File: config.mk
export PLATFORM = sky130hd
export DESIGN_NAME = rect_readout_seq
export DESIGN_NICKNAME = d
export VERILOG_FILES = /design/src/rtl/rrs_pkg.sv /design/src/rtl/rrs_cfg.sv /design/src/rtl/rrs_axis.sv /design/src/rtl/rrs_fsm.sv /design/src/rtl/rect_readout_seq.sv
export SDC_FILE = /design/constraint.sdc
export NUM_CORES = 1
export LEC_CHECK = 0
export ABC_AREA = 1
export BUFFER_PORTS_ARGS = -buffer_cell sky130_fd_sc_hd__buf_2
export CAP_MARGIN = 25
export CORE_MARGIN = 10
export CORE_UTILIZATION = 58
export DETAILED_ROUTE_END_ITERATION = 10
export PLACE_DENSITY = 0.84
export SYNTH_ARGS = -nofsm -noshare
export SYNTH_HDL_FRONTEND = slang
export SYNTH_SLANG_ARGS = --single-unit
File: constraint.sdc
create_clock -name clk -period 5.95 [get_ports clk]
set_clock_uncertainty 0.2 [all_clocks]
set_input_delay 0.2975 -clock clk [delete_from_list [all_inputs] [get_ports clk]]
set_output_delay 0.2975 -clock clk [all_outputs]
set_load 0.05 [all_outputs]
File: src/rtl/rrs_pkg.sv
package rrs_pkg;
  typedef enum logic [1:0] {
    ST_IDLE = 2'd0,
    ST_REQ  = 2'd1,
    ST_DONE = 2'd2
  } rrs_state_e;
endpackage

File: src/rtl/rrs_cfg.sv
module rrs_cfg #(
  parameter int ROW_W  = 10,
  parameter int COL_W  = 10,
  parameter int SIDE_W = 8,
  parameter int STEP_W = 4
) (
  input  logic              clk,
  input  logic              rst_n,
  input  logic              load,
  input  logic [SIDE_W-1:0] side_in,
  input  logic [STEP_W-1:0] step_in,
  input  logic [ROW_W-1:0]  rows_in,
  input  logic [COL_W-1:0]  cols_in,
  output logic [ROW_W-1:0]  row_stride,
  output logic [COL_W-1:0]  col_stride,
  output logic [STEP_W-1:0] step_q,
  output logic [ROW_W-1:0]  rows_q,
  output logic [COL_W-1:0]  cols_q
);
  logic [SIDE_W-1:0] side_eff;
  logic [SIDE_W-1:0] side_q;

  // a zero side is read as one pixel
  always_comb begin
    side_eff = side_in;
    if (side_in == '0) side_eff = SIDE_W'(1);
  end

  always_ff @(posedge clk or negedge rst_n) begin
    if (!rst_n) begin
      side_q <= SIDE_W'(1);
      step_q <= '0;
      rows_q <= ROW_W'(1);
      cols_q <= COL_W'(1);
    end else if (load) begin
      side_q <= side_eff;
      step_q <= step_in;
      rows_q <= rows_in;
      cols_q <= cols_in;
    end
  end

  assign row_stride = ROW_W'(side_q);
  assign col_stride = COL_W'(side_q);
endmodule

File: src/rtl/rrs_axis.sv
module rrs_axis #(
  parameter int W = 10
) (
  input  logic         clk,
  input  logic         rst_n,
  input  logic         clear,
  input  logic         adv,
  input  logic [W-1:0] stride,
  input  logic [W-1:0] limit,
  output logic [W-1:0] pos,
  output logic         at_end
);
  logic [W:0] nxt;

  assign nxt    = {1'b0, pos} + {1'b0, stride};
  assign at_end = (nxt >= {1'b0, limit});

  always_ff @(posedge clk or negedge rst_n) begin
    if (!rst_n)      pos <= '0;
    else if (clear)  pos <= '0;
    else if (adv)    pos <= at_end ? '0 : nxt[W-1:0];
  end
endmodule

File: src/rtl/rrs_fsm.sv
module rrs_fsm
  import rrs_pkg::*;
(
  input  logic clk,
  input  logic rst_n,
  input  logic start,
  input  logic xfer,
  input  logic final_xfer,
  output logic load,
  output logic valid,
  output logic done
);
  rrs_state_e st_q, st_d;

  always_comb begin
    st_d = st_q;
    unique case (st_q)
      ST_IDLE: if (start) st_d = ST_REQ;
      ST_REQ:  if (final_xfer) st_d = ST_DONE;
      ST_DONE: st_d = ST_IDLE;
      default: st_d = ST_IDLE;
    endcase
  end

  always_ff @(posedge clk or negedge rst_n) begin
    if (!rst_n) st_q <= ST_IDLE;
    else        st_q <= st_d;
  end

  assign load  = (st_q == ST_IDLE) && start;
  assign valid = (st_q == ST_REQ);
  assign done  = (st_q == ST_DONE);

  logic unused_xfer;
  assign unused_xfer = xfer;
endmodule

File: src/rtl/rect_readout_seq.sv
module rect_readout_seq #(
  parameter int ROW_W  = 10,
  parameter int COL_W  = 10,
  parameter int SIDE_W = 8,
  parameter int STEP_W = 4
) (
  input  logic              clk,
  input  logic              rst_n,
  input  logic              start_i,
  input  logic [SIDE_W-1:0] side_i,
  input  logic [STEP_W-1:0] step_i,
  input  logic [ROW_W-1:0]  rows_i,
  input  logic [COL_W-1:0]  cols_i,
  output logic              req_valid_o,
  input  logic              req_ready_i,
  output logic [ROW_W-1:0]  req_row_o,
  output logic [COL_W-1:0]  req_col_o,
  output logic [STEP_W-1:0] req_step_o,
  output logic              req_last_o,
  output logic              done_o
);
  logic              load, valid, xfer, final_xfer;
  logic              row_end, col_end;
  logic [ROW_W-1:0]  row_stride, rows_q, row_pos;
  logic [COL_W-1:0]  col_stride, cols_q, col_pos;
  logic [STEP_W-1:0] step_q;

  rrs_cfg #(.ROW_W(ROW_W), .COL_W(COL_W), .SIDE_W(SIDE_W), .STEP_W(STEP_W)) u_cfg (
    .clk(clk), .rst_n(rst_n), .load(load),
    .side_in(side_i), .step_in(step_i), .rows_in(rows_i), .cols_in(cols_i),
    .row_stride(row_stride), .col_stride(col_stride),
    .step_q(step_q), .rows_q(rows_q), .cols_q(cols_q)
  );

  // column runs fastest; row steps when the column wraps
  rrs_axis #(.W(COL_W)) u_col (
    .clk(clk), .rst_n(rst_n), .clear(load), .adv(xfer),
    .stride(col_stride), .limit(cols_q), .pos(col_pos), .at_end(col_end)
  );

  rrs_axis #(.W(ROW_W)) u_row (
    .clk(clk), .rst_n(rst_n), .clear(load), .adv(xfer && col_end),
    .stride(row_stride), .limit(rows_q), .pos(row_pos), .at_end(row_end)
  );

  rrs_fsm u_fsm (
    .clk(clk), .rst_n(rst_n), .start(start_i), .xfer(xfer),
    .final_xfer(final_xfer), .load(load), .valid(valid), .done(done_o)
  );

  assign xfer        = valid && req_ready_i;
  assign final_xfer  = xfer && row_end && col_end;
  assign req_valid_o = valid;
  assign req_row_o   = row_pos;
  assign req_col_o   = col_pos;
  assign req_step_o  = step_q;
  assign req_last_o  = valid && row_end && col_end;
endmodule

==> impl_metrics.py <==
metrics = {
    "outcome": {
        "run_status": "finished with violations",
        "violations": "negative hold slack",
    },
    "logic_synthesis": {
        "synth.avg_cell_area_um2": 7.82,
        "ys_types": 36,
        "synthMuxAreaShare_pct": 3.13,
        "async_reset_ff_share_pct": 100,
        "ys.flop_type": "dfrtp_1",
        "synth_compound_area_share_pct": 8.21,
        "syn_nets": 534,
        "synth_top_cell_area_share_pct": 35.5,
        "synth_top_family_by_area": "simple AND/OR/NAND/NOR gates",
        "yosys-top-cells-area": "dfrtp_1 (35%), ha_1 (13%), nand2_1 (12%)",
        "synth-edff-count": 0,
        "syn_inst": 460,
        "seq_area_frac_synth_pct": 37.7,
        "synth_area_um2": 3600,
        "ys_ff_latch": 54,
        "synth-xor-area-share_pct": 2.68,
        "yosysWarnings": 0,
        "synth_simple_gate_area_share_pct": 25.3,
        "synthAdderAreaFrac_pct": 13.6,
        "synth_top_cell_by_area": "dfrtp_1",
    },
    "timing": {
        "tightest_slew_ns": 0.718,
        "fin_crit_ns": 3.95,
        "drv_slew": 0,
        "setup_viol": 0,
        "fmax_mhz": 253,
        "finalCritPeriodShare_pct": 66.4,
        "rsz0062_at_grt": "false",
        "fin_hold_ws_ns": -0.00297,
        "relSlewSlack_pct": 52.1,
        "finalSetupTns_ns": 0,
        "hold_viol": 1,
    },
    "floorplan": {
        "start_util_pct": 60.4,
        "core_um2": 5960,
        "die_h_um": 98.8,
        "ioPinCount": 63,
        "die-area_um2": 9750,
        "rows": 28,
        "die_w_um": 98.8,
    },
    "detailed_routing": {
        "vias": 3236,
        "wl_per_cell_um": 14.9,
        "wl_um": 8940,
        "avgViaCountPerCell": 5.39,
        "route.detailed.drc": 0,
        "dr.first_iter.drc_count": 157,
        "drtPass1Iterations": 5,
        "drtAntennaViolNets": 0,
    },
    "global_route": {
        "grt_pass1_wl_um": 15100,
        "grt_max_degree": 74,
        "grt_pass1_vias": 3193,
        "grt-ovfl-total": 0,
        "groute.usage.overall_pct": 18.4,
        "antenna_found_initial": 0,
    },
    "final_layout": {
        "drive_gt1_share_pct": 18.5,
        "seqCellArea_um2": 1360,
        "area_delta_synth_final_pct": 13.5,
        "nets": 598,
        "multi_input_area_um2": 1910,
        "fillerInstances": 524,
        "diodes": 0,
    },
    "worst_setup_path": {
        "slowest_stage": "dfstp_2",
        "cp_max_fo": 3,
        "criticalPathCategory": "register to output pin",
        "critical_path_required_ns": 5.45,
        "cp_num_buf_inv": 3,
        "slowest_delay_ns": 0.57,
        "end_kind": "output pin",
        "start_kind": "register",
        "crit_family": "adder cells",
        "cp.arrival_ns": 3.45,
        "worstPathCellList": "ha_1 -> inv_1 -> fa_1 -> o21bai_1 -> nand3_1 -> nand3_1 -> nand2_1 -> ha_1 -> nand2_1 -> inv_1 -> o21ai_1 -> nand2_1 -> nor2_1 -> nand2_1 -> nand2_1 -> nand2_1 -> and3_1 -> buf_2",
        "cp_common_cell": "nand2_1",
    },
    "pwr": {
        "p_leak_nw": 2.41,
        "power_density_nw_per_um2": 654,
        "peakVddDrop_mv": 0.318,
    },
    "clock_tree": {
        "clockBufferDepth": 2,
        "cts_tree": "done",
        "clk_latency_ns": 0.32,
        "root_buffer": "clkbuf_8",
        "cts_buffers": 5,
        "clkTransAtPathRegs_ns": 0.10,
        "ctsResizeCount": 0,
        "clkSinkCount": 54,
        "cts_setup_buffers": 0,
        "cts-htree-levels": 2,
    },
    "hold_path": {
        "min_path_type": "input port to register",
    },
    "placement": {
        "dp_hpwl_um": 7000,
        "place.gp.congestion": 0.962,
        "port_buffers": 62,
    },
    "run": {
        "maxCapViolCount": 0,
    },
}
## cells in the final DEF (no fill, tap or decap), types with 10 or more instances in the layout
cell,count
buf_2,62
o21ai_1,10
nand2_1,112
dfrtp_1,51
nand4_1,15
ha_1,36
nor2_1,36
a21oi_1,33
nand3_1,32
inv_1,68
## through the flow
stage          instances  power, mW  cell area, µm²  setup slack, ns  util [%]
6_report             600       2.67            4080             2.00      68.6
5_1_grt              600       2.94            4080             1.62      68.6
4_1_cts              600       2.68            4080             2.00      68.6
3_5_place_dp         590       2.44            3970             2.42      66.7
3_3_place_gp         590       2.38            3970             2.47      66.7
2_1_floorplan        460       2.02            3600             2.47         -
## sequential cells by signal (all words and copies together) (netlist names)
signal	count
u_cfg.rows_q	10
u_cfg.cols_q	10
u_cfg.step_q	4
u_col.pos	10
u_row.pos	10
u_cfg.side_q	8
u_fsm.st_q	2
## power breakdown
part	leakage [nW]	switching [mW]	internal, mW
clock	0.0482	0.125	0.0944
sequential	0.640	0.113	0.533
combinational	1.72	1.20	0.602
total	2.41	1.44	1.23
## routing by layer
| layer | global-route usage [%] | wire length (µm) | up-vias | share of wire, % |
|---|---|---|---|---|
| met1 | 23.1 | 4010 | 1497 | 45 |
| met2 | 30.0 | 4130 | 111 | 46 |
| li1 | - | - | 1618 | - |
| met4 | 4.41 | 99 | 0 | 1.1 |
| met3 | 5.80 | 697 | 10 | 7.8 |
| met5 | 0 | 0 | - | 0 |
## final timing paths
| path | start | end | slack, ns | cells past startpoint |
|---|---|---|---|---|
| min in group asynchronous | rst_n | u_cfg.cols_q[9] | 0.42 | 3 |
| worst max register to register | u_cfg.side_q[0] | u_row.pos[3] | 2.51 | 19 |
| max in group asynchronous | rst_n | u_row.pos[6] | 4.65 | 3 |
| worst max-delay path | u_cfg.side_q[0] | req_last_o | 2.00 | 18 |
| worst min register to register | u_cfg.step_q[3] | u_cfg.step_q[3] | 0.31 | 1 |
| worst min-delay path | cols_i[0] | u_cfg.cols_q[0] | -0.003 | 2 |
## repair_timing
action,in CTS,in global routing
hold buffers,2,0
endpoints found under the hold margin,52,0
endpoints found under the setup margin,0,0
## worst register-to-register path, stage by stage (launching register included)
cell and delay (ns):
dfstp_2 0.57, ha_1 0.17, inv_1 0.07, fa_1 0.41
inv_2 0.09, nand3_1 0.06, nand3_1 0.11, xor2_1 0.22
ha_1 0.29, nand2_1 0.07, nand2_1 0.05, a21oi_1 0.16
nand2_1 0.07, nand2_1 0.05, nand2_1 0.09, nand2_2 0.13
nand2_4 0.12, nand2_2 0.22, nand3_1 0.11, nand2_1 0.10
## synth_stat cells (3+ instances only)
library cell  count
ha_1             36
mux2_1            6
dfstp_2           3
nand3_1          32
nand4_1          15
nor2_1           36
nand2_1         113
a21oi_1          33
o21bai_1          3
inv_2             9
xor2_1            5
inv_1            68
nand2_2           3
dfrtp_1          51
mux2_2            4
buf_2             5
o21ai_1          10
xnor2_1           6
clkbuf_1          3
## cells by family (layout without fill, tap and decap cells)
family | after synthesis | count (layout)
and+or+nand+nor | 207 | 207
buffers and inverters | 86 | 151
AOI/OAI and AO/OA | 54 | 54
DFF | 54 | 54
adders and majority gates | 38 | 38
xor gates and xnor gates | 11 | 11
muxes | 10 | 10
## final cells by class
class	count	share of cell area (%)
multi-input combinational	320	46.8
sequential	54	33.2
timing repair buffer	66	8.46
inverter	77	7.08
tap	75	2.30
clock buffer	7	2.11
clock inverter	1	0.123
(Power assumes the default switching activity.)
